File: src/rtl/xfer_count_pkg.sv
package xfer_count_pkg;

  typedef enum logic [1:0] {
    ST_IDLE = 2'd0,
    ST_MOVE = 2'd1,
    ST_WAIT = 2'd2
  } xferState_t;

  // Strobes from control to datapath, all single-cycle.
  typedef struct packed {
    logic wrLo;
    logic wrMid;
    logic reload;
    logic start;
    logic step;
    logic finish;
  } xferStrobes_t;

  localparam logic [3:0] OFS_LO  = 4'd0;
  localparam logic [3:0] OFS_MID = 4'd1;
  localparam logic [3:0] OFS_CMD = 4'd3;

endpackage

File: src/rtl/xfer_count_dp.sv
module xfer_count_dp
  import xfer_count_pkg::*;
#(
  parameter int CNT_W   = 16,
  parameter int BEAT_W  = 8,
  parameter int CMD_CAP = 32
) (
  input  logic                 clk,
  input  logic                 rstN,
  input  xferStrobes_t         stb,
  input  logic [7:0]           wrData,
  input  logic                 collecting,
  input  logic [CNT_W:0]       phaseRemain,
  input  logic [BEAT_W-1:0]    beatBytes,
  output logic [CNT_W:0]       liveCnt,
  output logic [CNT_W:0]       grantLen,
  output logic [CNT_W:0]       remainLen,
  output logic                 grantZero,
  output logic                 lastBeat
);

  localparam int EFF_W = CNT_W + 1;
  localparam logic [EFF_W-1:0] FULL_CNT = EFF_W'(1) << CNT_W;
  localparam logic [EFF_W-1:0] CAP_VAL  = EFF_W'(CMD_CAP);

  logic [7:0]       shadowLo;
  logic [7:0]       shadowMid;
  logic [EFF_W-1:0] beatExt;
  logic [EFF_W-1:0] effCnt;
  logic [EFF_W-1:0] limitVal;
  logic [EFF_W-1:0] nextGrant;
  logic [EFF_W-1:0] liveSub;
  logic [EFF_W-1:0] remainSub;

  assign beatExt   = {{(EFF_W-BEAT_W){1'b0}}, beatBytes};
  assign effCnt    = (liveCnt == '0) ? FULL_CNT : liveCnt;
  assign limitVal  = collecting ? CAP_VAL : phaseRemain;
  assign nextGrant = (effCnt < limitVal) ? effCnt : limitVal;
  assign grantZero = (nextGrant == '0);
  assign liveSub   = (liveCnt > beatExt) ? (liveCnt - beatExt) : '0;
  assign remainSub = (remainLen > beatExt) ? (remainLen - beatExt) : '0;
  assign lastBeat  = (remainLen <= beatExt);

  // Shadow count bytes, written by the host only.
  always_ff @(posedge clk) begin
    if (!rstN) begin
      shadowLo  <= '0;
      shadowMid <= '0;
    end else begin
      if (stb.wrLo)  shadowLo  <= wrData;
      if (stb.wrMid) shadowMid <= wrData;
    end
  end

  // Live counter: completion beats reload beats start beats step.
  always_ff @(posedge clk) begin
    if (!rstN) begin
      liveCnt <= '0;
    end else if (stb.finish) begin
      liveCnt <= '0;
    end else if (stb.reload) begin
      liveCnt <= {1'b0, shadowMid, shadowLo};
    end else if (stb.start) begin
      liveCnt <= effCnt;
    end else if (stb.step) begin
      liveCnt <= liveSub;
    end
  end

  always_ff @(posedge clk) begin
    if (!rstN) begin
      grantLen  <= '0;
      remainLen <= '0;
    end else if (stb.start) begin
      grantLen  <= nextGrant;
      remainLen <= nextGrant;
    end else if (stb.step) begin
      remainLen <= remainSub;
    end
  end


  remain_no_wrap_chk: assert property (@(posedge clk) disable iff (!rstN)
    (stb.step && !stb.start) |=> (remainLen <= $past(remainLen)));


  collect_cap_chk: assert property (@(posedge clk) disable iff (!rstN)
    (stb.start && collecting) |=> (grantLen <= CAP_VAL));


  finish_zero_live_chk: assert property (@(posedge clk) disable iff (!rstN)
    stb.finish |=> (liveCnt == '0));


  shadow_only_chk: assert property (@(posedge clk) disable iff (!rstN)
    ((stb.wrLo || stb.wrMid) && !stb.reload && !stb.start && !stb.step && !stb.finish)
      |=> (liveCnt == $past(liveCnt)));

endmodule

File: src/rtl/xfer_count_ctrl.sv
module xfer_count_ctrl
  import xfer_count_pkg::*;
(
  input  logic          clk,
  input  logic          rstN,
  input  logic          wrEn,
  input  logic [3:0]    wrAddr,
  input  logic          dmaBit,
  input  logic          xferStart,
  input  logic          beatValid,
  input  logic          srcEmpty,
  input  logic          srcEvent,
  input  logic          grantZero,
  input  logic          lastBeat,
  output xferStrobes_t  stb,
  output logic          tcFlag,
  output logic          busy,
  output logic          donePulse
);

  xferState_t state;
  xferState_t stateNext;
  logic       cntWr;

  assign cntWr = wrEn && ((wrAddr == OFS_LO) || (wrAddr == OFS_MID));

  always_comb begin
    stb        = '0;
    stb.wrLo   = wrEn && (wrAddr == OFS_LO);
    stb.wrMid  = wrEn && (wrAddr == OFS_MID);
    stb.reload = wrEn && (wrAddr == OFS_CMD) && dmaBit;
    stb.start  = xferStart;
    stb.step   = !xferStart && beatValid && (state == ST_MOVE);
    stb.finish = !xferStart &&
                 ((stb.step && lastBeat && !srcEmpty) ||
                  ((state == ST_WAIT) && srcEvent));
  end

  always_comb begin
    stateNext = state;
    if (stb.start) begin
      stateNext = grantZero ? ST_IDLE : ST_MOVE;
    end else if (stb.finish) begin
      stateNext = ST_IDLE;
    end else if (stb.step && lastBeat) begin
      stateNext = ST_WAIT;
    end
  end

  always_ff @(posedge clk) begin
    if (!rstN) begin
      state     <= ST_IDLE;
      tcFlag    <= 1'b0;
      donePulse <= 1'b0;
    end else begin
      state     <= stateNext;
      donePulse <= stb.finish;
      if (cntWr || stb.start) begin
        tcFlag <= 1'b0;
      end else if (stb.finish) begin
        tcFlag <= 1'b1;
      end
    end
  end

  assign busy = (state != ST_IDLE);


  tc_clear_on_write_chk: assert property (@(posedge clk) disable iff (!rstN)
    cntWr |=> !tcFlag);


  done_sets_tc_chk: assert property (@(posedge clk) disable iff (!rstN)
    (stb.finish && !cntWr) |=> (tcFlag && donePulse && !busy));


  wait_no_tc_chk: assert property (@(posedge clk) disable iff (!rstN)
    (busy && !donePulse) |-> !tcFlag || $past(tcFlag));


  start_clears_tc_chk: assert property (@(posedge clk) disable iff (!rstN)
    xferStart |=> !tcFlag);

endmodule

File: src/rtl/xfer_count_unit.sv
module xfer_count_unit
  import xfer_count_pkg::*;
#(
  parameter int CNT_W   = 16,
  parameter int BEAT_W  = 8,
  parameter int CMD_CAP = 32
) (
  input  logic              clk,
  input  logic              rstN,
  input  logic              wrEn,
  input  logic [3:0]        wrAddr,
  input  logic [7:0]        wrData,
  input  logic              xferStart,
  input  logic              collecting,
  input  logic [CNT_W:0]    phaseRemain,
  input  logic              beatValid,
  input  logic [BEAT_W-1:0] beatBytes,
  input  logic              srcEmpty,
  input  logic              srcEvent,
  output logic [7:0]        liveLo,
  output logic [7:0]        liveMid,
  output logic [CNT_W:0]    grantLen,
  output logic [CNT_W:0]    remainLen,
  output logic              tcFlag,
  output logic              busy,
  output logic              donePulse
);

  xferStrobes_t  stb;
  logic          grantZero;
  logic          lastBeat;
  logic [CNT_W:0] liveCnt;

  xfer_count_ctrl u_ctrl (
    .clk       (clk),
    .rstN      (rstN),
    .wrEn      (wrEn),
    .wrAddr    (wrAddr),
    .dmaBit    (wrData[7]),
    .xferStart (xferStart),
    .beatValid (beatValid),
    .srcEmpty  (srcEmpty),
    .srcEvent  (srcEvent),
    .grantZero (grantZero),
    .lastBeat  (lastBeat),
    .stb       (stb),
    .tcFlag    (tcFlag),
    .busy      (busy),
    .donePulse (donePulse)
  );

  xfer_count_dp #(
    .CNT_W   (CNT_W),
    .BEAT_W  (BEAT_W),
    .CMD_CAP (CMD_CAP)
  ) u_dp (
    .clk         (clk),
    .rstN        (rstN),
    .stb         (stb),
    .wrData      (wrData),
    .collecting  (collecting),
    .phaseRemain (phaseRemain),
    .beatBytes   (beatBytes),
    .liveCnt     (liveCnt),
    .grantLen    (grantLen),
    .remainLen   (remainLen),
    .grantZero   (grantZero),
    .lastBeat    (lastBeat)
  );

  assign liveLo  = liveCnt[7:0];
  assign liveMid = liveCnt[15:8];

endmodule

File: config.mk
export PLATFORM = sky130hd
export DESIGN_NAME = xfer_count_unit
export DESIGN_NICKNAME = d
export VERILOG_FILES = /design/src/rtl/xfer_count_pkg.sv /design/src/rtl/xfer_count_dp.sv /design/src/rtl/xfer_count_ctrl.sv /design/src/rtl/xfer_count_unit.sv
export SDC_FILE = /design/constraint.sdc
export NUM_CORES = 1
export LEC_CHECK = 0
export BUFFER_PORTS_ARGS = -buffer_cell sky130_fd_sc_hd__buf_2
export CAP_MARGIN = 0
export CORE_MARGIN = 5
export CORE_UTILIZATION = 40
export CTS_BUF_LIST = sky130_fd_sc_hd__clkbuf_16
export CTS_CLUSTER_SIZE = 25
export DETAILED_ROUTE_END_ITERATION = 6
export SYNTH_ARGS = -nofsm -noshare
export SYNTH_HDL_FRONTEND = slang
export SYNTH_HIERARCHICAL = 1
export SYNTH_SLANG_ARGS = --single-unit
File: constraint.sdc
create_clock -name clk -period 3.12 [get_ports clk]
set_input_delay 0.312 -clock clk [delete_from_list [all_inputs] [get_ports clk]]
set_output_delay 0.312 -clock clk [all_outputs]
set_load 0.01 [all_outputs]
-- After elaboration in Yosys (flattened, before gate mapping)
Index checks and enable logic that the tools add are counted.
- register bits: 71
- output and inout bits: 53
- word-level logic and storage cells: 60
- add/subtract/negate cells: 2
- order comparisons: 4
- equality and inequality tests: 4
- multiplexer cells: 14
- bitwise operators: 1
- reductions and logical operators: 26
- operators by type and width (operator ; number):
    17-bit 2-to-1 mux ; 9
    17-bit by 8-bit > comparator with 1-bit output ; 2
    17-bit zero test ; 2
    17-bit by 8-bit subtractor with 17-bit output ; 2
    17-bit by 8-bit less-or-equal comparator with 1-bit output ; 1
    17-bit less-than comparator ; 1
    16-bit 2-to-1 mux ; 1
    1-bit logical AND ; 11
    2-bit 2-to-1 mux ; 3
    3-bit nonzero test ; 2
    4-bit by 1-bit equality test with 1-bit output, second input constant ; 1
    4-bit by 2-bit equality test with 1-bit output, second input constant ; 1
    4-bit zero test ; 1
    2-bit nonzero test ; 2
    2-bit OR reduction ; 2
    1-bit logical OR ; 3
    3-bit OR reduction ; 1
    2-bit by 1-bit equality test with 1-bit output, second input constant ; 1
    2-bit equality test, second input constant ; 1
    1-bit zero test ; 2
    1-bit 2-to-1 mux ; 1
    1-bit NOT ; 1

-- Logic depth before layout (Yosys ltp)
Gate-level depths: netlist (run 1).
- word-level depth: 9
- gate-level depth with buffers: 14
- mapped depth without buffers: 13

-- Modules after synthesis
Netlist (run 1), hierarchy kept.
- by module, submodules not included (module ; instances ; cells an instance ; area each (um2)):
    xfer_count_dp ; 1 ; 569 ; 4614.4
    xfer_count_ctrl ; 1 ; 29 ; 246.5

-- Worst setup path before layout (run 1)
OpenSTA, ideal clock, no wires.
- kind: flip-flop to flip-flop
- start point: reg u_dp.liveCnt[9]
- end point: reg u_ctrl.state[0]
- arrival time: 3142 ps
- required time: 3044 ps
- slack: -98 ps
- cell stages (with the launch flop): 14
- path buffers: 2
- path through: dfxtp_1 -> or4_1 -> clkbuf_1 -> nor4_1 -> a41oi_1 -> inv_1 -> ha_1 -> and4_1 -> a221oi_1 -> o21a_1 -> clkbuf_1 -> nor3_1 -> or2b_1 -> a21boi_0
- word-level cells in the longest chain between the ends: 7
- RTL lines (what ; RTL line ; source):
    start: declaration ; xfer_count_dp.sv:15 ; output logic [CNT_W:0] liveCnt,
    start signal: assignment ; xfer_count_dp.sv:62 ; liveCnt <= {1'b0, shadowMid, shadowLo};
    start signal: assignment ; xfer_count_dp.sv:64 ; liveCnt <= effCnt;
    start signal: assignment ; xfer_count_dp.sv:66 ; liveCnt <= liveSub;
    17-bit zero test ; xfer_count_dp.sv:36 ; assign effCnt = (liveCnt == '0) ? FULL_CNT : liveCnt;
    17-bit 2-to-1 mux * ; xfer_count_dp.sv:36 ;
    17-bit less-than comparator ; xfer_count_dp.sv:38 ; assign nextGrant = (effCnt < limitVal) ? effCnt : limitVal;
    17-bit 2-to-1 mux * ; xfer_count_dp.sv:38 ;
    17-bit zero test * ; xfer_count_dp.sv:39 ; assign grantZero = (nextGrant == '0);
    named net grantZero ; xfer_count_unit.sv:30 ; logic grantZero;
    1-bit 2-to-1 mux * ; xfer_count_ctrl.sv:42 ; stateNext = grantZero ? ST_IDLE : ST_MOVE;
    2-bit 2-to-1 mux * ; xfer_count_ctrl.sv:41 ; if (stb.start) begin
    end signal: assignment ; xfer_count_ctrl.sv:56 ; state <= stateNext;
    end: declaration ; xfer_count_ctrl.sv:21 ; xferState_t state;
Mark *: on every way through the listed nets, which the timed path passes. The rest lies on a longest branch.
A chain may end at the register's enable or synchronous reset.

-- Final worst setup path (run 1)
- start point: reg u_dp.liveCnt[10]
- end point: reg u_dp.grantLen[12]
- word-level cells in the longest chain between the ends: 4
- RTL lines (what ; RTL line ; source):
    17-bit zero test ; xfer_count_dp.sv:36 ;
    17-bit 2-to-1 mux * ; xfer_count_dp.sv:36 ;
    17-bit less-than comparator ; xfer_count_dp.sv:38 ;
    17-bit 2-to-1 mux * ; xfer_count_dp.sv:38 ;
    end signal: assignment ; xfer_count_dp.sv:75 ; grantLen <= nextGrant;
    end: declaration ; xfer_count_dp.sv:16 ; output logic [CNT_W:0] grantLen,
Every way passes the cells marked *; elsewhere a longest branch is shown, timed or not.

==> results.yml, run 1 <==
run_status:
  status: "finished with violations"
  violations: "setup timing"
finish:
  final_nets: 787
  antennaDiodeCount: 0
  multi_input_area_um2: 3240
  n_fill_cell: 1149
  fin_util_pct: 51.6
  syn_to_final_growth_pct: 27.0
  final-seq-area_um2: 1420
  fin_cells: 859
  drive_above_1_share_pct: 27.9
  final_area_um2: 6170
timing:
  slew_headroom_pct: 46.8
  min_period_over_period_pct: 102
  hold_violations: 0
  layout_setup_ws_ps: -57.4
  rsz0062_at_grt: "true"
  fmax_mhz: 315
  slew_violations: 0
  setup_viol: 23
  skew_ps: 5.95
  period_needed_ps: 3180
  worst_pin_slew_ps: 795
power_and_ir_drop:
  clockPowerShare_pct: 28.7
  pwr-share-seq_pct: 30.7
  p_leak_nw: 2.73
  p_sw_share_pct: 35.2
  net-switching-power_mw: 1.23
  irDropWorstVdd_v: 0.000366
  p_per_area_nw_per_um2: 566
  internal_power_mw: 2.27
  p_comb_share_pct: 40.6
yosys:
  synthSimpleGateAreaFrac_pct: 20.3
  synth_compound_area_share_pct: 24.1
  postSynthAreaPerCell_um2: 8.13
  ys_ff_latch: 71
  synth_edf_count: 0
  synthFlopType: "dfxtp_1"
  synth.area.top_cells: "dfxtp_1 (29%), ha_1 (8.2%), nor2_1 (4.8%)"
  syn_area_um2: 4860
  synth-xor-area-share_pct: 1.98
  syn_nets: 677
  async_flop_share_pct: 0
  synthMostInstantiatedCell: "dfxtp_1"
  synthTopCellsByCount: "dfxtp_1 (71), nor2_1 (62), inv_1 (44)"
  post_synth_num_cell_types: 75
  synth.largest_area_cell: "dfxtp_1"
  synth_top_family_by_area: "compound AO/OA/AOI/OAI gates"
  synthCells: 598
  yosys-mux-area-fraction_pct: 8.06
  synth-seq-area-share_pct: 29.2
  yosys_warnings: 6
  synth_top_area_share_pct: 29.2
  synth_fa_ha_area_share_pct: 9.06
grt:
  grt_max_degree: 47
  grt_pass1_wl_um: 26600
  grt_usage_pct: 23.4
  grt-ovfl-total: 0
  grt_pass1_vias: 5090
  antenna_found_initial: 0
clock_tree:
  ctsRootBufferMaster: "clkbuf_16"
  cts_tree: "done"
  cts.clk_slew.worst_paths_ps: 60
  clock_sinks: 71
  clk_latency_ps: 340
  cts_buffer_depth: 2
  cts_buffers: 9
  htree_levels: 3
floorplan:
  die_w_um: 120
  core_area_um2: 12000
  fp-row-count: 40
  initial_core_util_pct: 40.6
  pin_count: 98
  die_area_um2: 14500
  dieHeight_um: 120
min_path:
  hold_depth: 3
  hp-class: "input pin to register"
  worstHoldStart: "wrData[5]"
  hold-path-endpoint: "u_dp/shadowLo[5]"
critical_path:
  crit_arrival_ps: 3430
  max_stage_delay_ps: 550
  cp_slowest_cell: "or4_4"
  reg2regPathDepth: 12
  crit_fanout: 7
  cp_data_required_time_ps: 3370
  r2r_setup_slack_ps: -60
  crit_path_start_kind: "register"
  crit_chain: "or4_4 > nor4_4 > a41oi_2 > inv_2 > ha_4 > and4_4 > a221oi_4 > o21ai_4 > buf_4 > buf_6 > and3_1 > a311oi_2"
  startpoint: "u_dp/liveCnt[10]"
  r2r_end: "u_dp/grantLen[12]"
  crit_path_end_kind: "register"
  reg2reg_from: "u_dp/liveCnt[10]"
  crit_type: "register to register"
placement:
  hpwl_um: 13300
  portBuffers: 97
  place_area_um2: 5660
  place_congestion: 0.977
  dp_cells: 836
  dp_slack_ps: -142
flow_run:
  cap_violations: 0
route:
  wire_per_inst_um: 19.8
  totalWireLength_um: 17000
  antenna_left: 0
  route.detailed.drc: 0
  via_per_inst: 5.90
  num_vias: 5066
  dr.pass1.iters: 5
  drtIter0Drc: 414
## power by group through the flow
stage | sequential (mW) | clock (mW) | combinational, mW
after global routing | 1.08 | 1.07 | 1.53
after floorplan | 1.11 | 0 | 0.729
final | 1.07 | 1.00 | 1.42
after global placement | 1.09 | 0 | 1.15
after detailed placement | 1.09 | 0 | 1.17
after CTS | 1.07 | 1.03 | 1.23
## layer usage
layer  part of all wire (%)  GRT usage, %  vias to the layer above
li1                       -             -                     2417
met1                     43          29.7                     2410
met2                     46          37.4                      195
met3                    6.6          5.00                       44
met4                    4.6          11.8                        0
met5                      0             0                        -
## how the worst max path moves through the flow
stage / cells after the start / to / slack [ps]
floorplan: 12 / u_dp/remainLen[16] / 10
global placement: 11 / u_dp/remainLen[0] / -10
detailed placement: 11 / u_dp/remainLen[0] / -140
CTS: 11 / u_dp/remainLen[6] / 20
global route: 11 / u_dp/remainLen[13] / -240
finish: 12 / u_dp/grantLen[12] / -60
## sequential cells by signal, summed over array words and instances, names as in the netlist
name / flops
u_ctrl/donePulse: 1
u_ctrl/tcFlag: 1
u_dp/shadowMid: 8
u_ctrl/state: 2
u_dp/shadowLo: 8
u_dp/grantLen: 17
u_dp/liveCnt: 17
u_dp/remainLen: 17
## placed cells by master (no fill, tap or decap), types with 12 or more instances in the layout
master / instances
a21oi_1: 33
a31oi_1: 12
buf_2: 97
buf_4: 41
dfxtp_1: 71
ha_1: 31
inv_1: 43
mux2i_1: 21
nand2_1: 19
nand2b_1: 19
nand3_1: 14
nor2_1: 62
nor3_1: 17
o21ai_0: 27
## final cells by class
class | count | share of cell area (%)
Inverter | 44 | 2.68
Sequential cell | 71 | 23.0
Multi-Input combinational cell | 439 | 52.5
Clock buffer | 9 | 3.65
Clock inverter | 6 | 1.01
Tap cell | 147 | 2.98
Timing Repair Buffer | 143 | 14.1
## logic make-up (layout without fill, tap and decap cells)
group / Yosys count / after routing
buffers and inverters: 88 / 202
muxes: 36 / 36
AOI/OAI and AO/OA: 172 / 172
DFF: 71 / 71
and+or+nand+nor: 186 / 186
xor gates and xnor gates: 11 / 11
adders and majority gates: 34 / 34
## critical path: cells and delay by family, from the launching register on
kind	cells	cell delay, ps
and+or+nand+nor	4	1210
AOI/OAI and AO/OA	4	960
buffers and inverters	3	390
DFF	1	310
adders and majority gates	1	200
## what timing repair did
item	in CTS	in global routing
endpoints found under the setup margin	15	35
hold buffers	0	0
buffers inserted	2	5
gates cloned	0	1
resized for setup	6	28
pin swaps	3	17
## per-stage QoR
step | total power, mW | hold slack, ps | TNS (ps)
floorplan | 1.83 | 388 | 0
global placement | 2.24 | 460 | -10.9
detailed placement | 2.26 | 462 | -260
CTS | 3.33 | 212 | 0
global route | 3.68 | 243 | -5960
finish | 3.50 | 223 | -736
No activity file was read; power rests on OpenSTA's default activity.
==> inputs of run 2 (changes only) <==
--- a/config.mk
+++ b/config.mk
@@ -7,6 +7,7 @@
 export LEC_CHECK = 0
 export BUFFER_PORTS_ARGS = -buffer_cell sky130_fd_sc_hd__buf_2
 export CAP_MARGIN = 0
+export CORE_ASPECT_RATIO = 2
 export CORE_MARGIN = 5
 export CORE_UTILIZATION = 40
 export CTS_BUF_LIST = sky130_fd_sc_hd__clkbuf_16
==> results.yml, run 2 (synthesis gave the netlist of run 1 again) <==
placement:
  portBuffers: 97
  hpwl_um: 13600
  place_congestion: 0.980
timing:
  rsz0062_at_grt: "true"
  period_needed_ps: 3210
  setup_viol: 24
  hold_violations: 0
  slew_headroom_pct: 42.9
  layout_setup_ws_ps: -90.6
  worst_pin_slew_ps: 853
  fmax_mhz: 311
  whs_ps: 240
  slew_violations: 0
  skew_ps: 8.23
  fin_tns_setup_ps: -965
  min_period_over_period_pct: 103
flow_run:
  cap_violations: 0
finish:
  multi_input_area_um2: 3220
  syn_to_final_growth_pct: 27.0
  most-common-layout-cells: "buf_2 (97), dfxtp_1 (70), nor2_1 (62)"
  final_nets: 791
  final_common_cell: "buf_2"
  drive_above_1_share_pct: 28.5
  reg_top3: "u_dp/grantLen (17), u_dp/liveCnt (17), u_dp/remainLen (17)"
  final-seq-area_um2: 1420
  antennaDiodeCount: 0
  n_fill_cell: 1208
floorplan:
  pin_count: 98
  initial_core_util_pct: 40.3
  core_area_um2: 12100
  fp-row-count: 57
  die_area_um2: 14600
  die_w_um: 88.0
  dieHeight_um: 166
clock_tree:
  htree_levels: 3
  clock_sinks: 71
  cts_buffer_depth: 2
  ctsRootBufferMaster: "clkbuf_16"
  cts_tree: "done"
  cts.clk_slew.worst_paths_ps: 60
  clk_latency_ps: 330
  ctsHoldBuffers: 0
  cts_buffers: 9
grt:
  grt_pass1_vias: 5026
  grt-ovfl-total: 0
  antenna_found_initial: 0
  grt_usage_pct: 23.1
  grt_pass1_wl_um: 25900
  grt_max_degree: 55
critical_path:
  max_stage_delay_ps: 540
  crit_arrival_ps: 3480
  crit_chain: "or4_4 > nor4_4 > a41oi_2 > inv_2 > ha_4 > and4_4 > nand4_1 > o21ai_4 > clkbuf_16 > mux2_4 > a21oi_1"
  cp_data_required_time_ps: 3390
  crit_type: "register to register"
  crit_path_end_kind: "register"
  cp_slowest_cell: "or4_4"
  crit_path_start_kind: "register"
  crit_fanout: 8
route:
  route.detailed.drc: 0
  antenna_left: 0
  num_vias: 5057
  totalWireLength_um: 17100
  wire_per_inst_um: 19.8
  drtIter0Drc: 262
  via_per_inst: 5.86
  dr.pass1.iters: 5
power_and_ir_drop:
  irDropWorstVdd_v: 0.000300
  p_leak_nw: 2.74
  p_per_area_nw_per_um2: 564
  finalPower_mw: 3.48
run_status:
  violations: "setup timing"
  status: "finished with violations"
min_path:
  hp-class: "input pin to register"
-- run 2: cell count changes in the layout (fill, tap and decap cells not counted), moves of 2 or more --
cell / change
buf_4: +6
a21oi_1: -2
a21oi_2: +2
buf_6: -2
mux2i_2: +2
mux2i_4: -2
o21ai_1: -2
-- run 2: worst max-delay path: cells and delay by family, from the launching register on --
family / cells / cell delay (ps)
AOI/OAI and AO/OA: 3 / 740
and+or+nand+nor: 4 / 1300
buffers and inverters: 2 / 330
muxes: 1 / 310
DFF: 1 / 320
adders and majority gates: 1 / 130
-- run 2: final timing paths --
check,from,end,slack [ps],depth (start not counted)
max,u_dp/liveCnt[10],u_dp/grantLen[4],-90,11
min,wrData[6],u_dp/shadowLo[6],240,3
max reg2reg,u_dp/liveCnt[10],u_dp/grantLen[4],-90,11
min reg2reg,u_dp/grantLen[5],u_dp/grantLen[5],450,2
-- run 2: where the power goes --
group	total, mW	switching [mW]	leakage [nW]	internal (mW)
logic	1.41	0.750	2.02	0.665
registers	1.06	0.0724	0.579	0.988
clock network	1.00	0.393	0.135	0.611
-- run 2: timing repair --
action                     4_1_cts  5_1_grt
hold endpoints to repair         0        0
setup endpoints to repair        1       25
cloned                           0        1
buffers inserted                 0        4
gates resized for setup          0       30
pin swaps                        0       11
-- run 2: area by class of cell --
cell class,count,share of cell area (%)
inverters,44,2.68
flip-flops and latches,71,23.0
clock buffers,9,3.65
repair buffers,147,14.5
clock inverters,6,1.01
well taps,147,2.98
multi-input cells,439,52.1
-- run 2: stage by stage --
stage                     cells  worst slack [ps]  area, µm²  util (%)
after global routing        863              -184       6170      51.2
final                       863             -90.6       6170      51.2
after CTS                   858             -17.9       6000      49.7
after detailed placement    843              10.7       5710      47.4
after floorplan             598              13.8       4870         -
after global placement      843              55.5       5710      47.4
-- run 2: routing by layer --
metal  routed length (µm)  GRT usage, %  vias to the layer above
met5                    0             0                        -
met4                  996          14.5                        0
met3                  744          3.03                       60
met2                 9530          42.2                      181
met1                 5780          23.5                     2392
li1                     -             -                     2424
==> inputs of run 3 (changes only) <==
--- a/config.mk
+++ b/config.mk
@@ -8,11 +8,12 @@
 export BUFFER_PORTS_ARGS = -buffer_cell sky130_fd_sc_hd__buf_2
 export CAP_MARGIN = 0
 export CORE_ASPECT_RATIO = 2
-export CORE_MARGIN = 5
+export CORE_MARGIN = 3
 export CORE_UTILIZATION = 40
 export CTS_BUF_LIST = sky130_fd_sc_hd__clkbuf_16
 export CTS_CLUSTER_SIZE = 25
 export DETAILED_ROUTE_END_ITERATION = 6
+export SETUP_SLACK_MARGIN = 0.3
 export SYNTH_ARGS = -nofsm -noshare
 export SYNTH_HDL_FRONTEND = slang
 export SYNTH_HIERARCHICAL = 1
==> results.yml, run 3 (synthesis gave the netlist of run 1 again) <==
min_path:
  worstHoldStart: "wrData[6]"
  hold_depth: 3
  hp-class: "input pin to register"
  hold-path-endpoint: "u_dp/shadowLo[6]"
timing:
  whs_ps: 245
  setup_viol: 0
  rsz0062_at_grt: "true"
  fin_tns_setup_ps: 0
  skew_ps: 7.42
  slew_headroom_pct: 39.4
  hold_violations: 0
  period_needed_ps: 2890
  fmax_mhz: 346
  worst_pin_slew_ps: 905
  layout_setup_ws_ps: 232
  slew_violations: 0
  min_period_over_period_pct: 92.6
grt:
  grt_usage_pct: 24.5
  grt_max_degree: 33
  antenna_found_initial: 0
  grt_pass1_vias: 5173
  grt_pass1_wl_um: 26100
  grt-ovfl-total: 0
clock_tree:
  clock_sinks: 71
  clk_latency_ps: 330
  cts_buffers: 9
  cts_buffer_depth: 2
  cts_tree: "done"
  ctsHoldBuffers: 0
  htree_levels: 3
  ctsRootBufferMaster: "clkbuf_16"
  cts.clk_slew.worst_paths_ps: 60
critical_path:
  crit_chain: "or4_4 > nor4_4 > a41oi_2 > inv_2 > ha_4 > and4_4 > a221oi_4 > o21ai_4 > buf_6 > mux2_4 > o211ai_1"
  r2r_setup_slack_ps: 230
  reg2regPathDepth: 11
  reg2reg_from: "u_dp/liveCnt[10]"
  max_stage_delay_ps: 560
  crit_path_start_kind: "register"
  cp_slowest_cell: "or4_4"
  r2r_end: "u_dp/remainLen[9]"
  crit_path_end_kind: "register"
  crit_fanout: 7
  crit_type: "register to register"
  cp_data_required_time_ps: 3370
  crit_arrival_ps: 3140
finish:
  reg_top3: "u_dp/grantLen (17), u_dp/liveCnt (17), u_dp/remainLen (17)"
  antennaDiodeCount: 0
  most-common-layout-cells: "buf_2 (97), dfxtp_1 (69), nor2_1 (61)"
  final_area_um2: 6210
  syn_to_final_growth_pct: 27.8
  final_common_cell: "buf_2"
  drive_above_1_share_pct: 30.6
  n_fill_cell: 1119
  final-seq-area_um2: 1430
  final_nets: 790
  multi_input_area_um2: 3290
floorplan:
  fp-row-count: 56
  core_area_um2: 11800
  initial_core_util_pct: 41.3
  pin_count: 98
  dieHeight_um: 162
  die_area_um2: 13600
  die_w_um: 84.0
route:
  via_per_inst: 5.90
  num_vias: 5077
  totalWireLength_um: 16800
  wire_per_inst_um: 19.6
  dr.pass1.iters: 5
  route.detailed.drc: 0
  drtIter0Drc: 349
  antenna_left: 0
placement:
  place_area_um2: 5710
  dp_slack_ps: 40.3
  hpwl_um: 13700
  portBuffers: 97
  place_congestion: 0.904
run_status:
  status: "finished clean"
power_and_ir_drop:
  finalPower_mw: 3.46
  p_leak_nw: 2.75
  irDropWorstVdd_v: 0.000339
  p_per_area_nw_per_um2: 556
flow_run:
  cap_violations: 0
run 3: report_power, final:
group / leakage [nW] / total, mW / internal, mW / switching, mW
logic: 2.02 / 1.42 / 0.654 / 0.763
clock network: 0.149 / 0.979 / 0.606 / 0.374
registers: 0.581 / 1.06 / 0.988 / 0.0722
run 3: how the worst max path moves through the flow:
stage                startpoint            endpoint  slack (ps)
2_1_floorplan  u_dp/liveCnt[10]   u_dp/grantLen[16]          80
4_1_cts        u_dp/liveCnt[10]  u_dp/remainLen[10]         250
5_1_grt        u_dp/liveCnt[10]   u_dp/remainLen[9]         140
3_5_place_dp   u_dp/liveCnt[10]  u_dp/remainLen[10]          40
6_report       u_dp/liveCnt[10]   u_dp/remainLen[9]         230
3_3_place_gp   u_dp/liveCnt[10]  u_dp/remainLen[12]         130
run 3: routing by layer:
layer	wire [µm]	GRT usage, %
met1	5840	23.5
met2	9480	48.6
met3	683	3.20
met4	839	13.8
met5	0	0
run 3: through the flow:
stage / std cells / utilization, %
final: 861 / 52.8
after global routing: 861 / 52.8
after CTS: 861 / 52.2
after detailed placement: 839 / 48.5
after global placement: 839 / 48.5
after floorplan: 598 / -
run 3: final cells by class:
cell class / count / share of cell area (%)
Tap cell: 145 / 2.92
Multi-Input combinational cell: 439 / 52.9
Inverter: 44 / 2.66
Timing Repair Buffer: 146 / 14.0
Sequential cell: 71 / 23.0
Clock inverter: 7 / 0.906
Clock buffer: 9 / 3.63
run 3: timing repair:
item | in CTS | in global routing
buffers inserted | 5 | 0
endpoints found under the setup margin | 35 | 50
resized for setup | 26 | 17
pin swaps | 12 | 12
gates cloned | 1 | 0
run 3: worst max-delay path: cells and delay by family (launching register included):
family,cells,cell delay [ps]
AO/OA/AOI/OAI,4,810
adder cells (fa/ha/maj),1,200
buffers and inverters,2,270
AND/OR/NAND/NOR,3,890
multiplexers,1,320
flip-flops,1,330
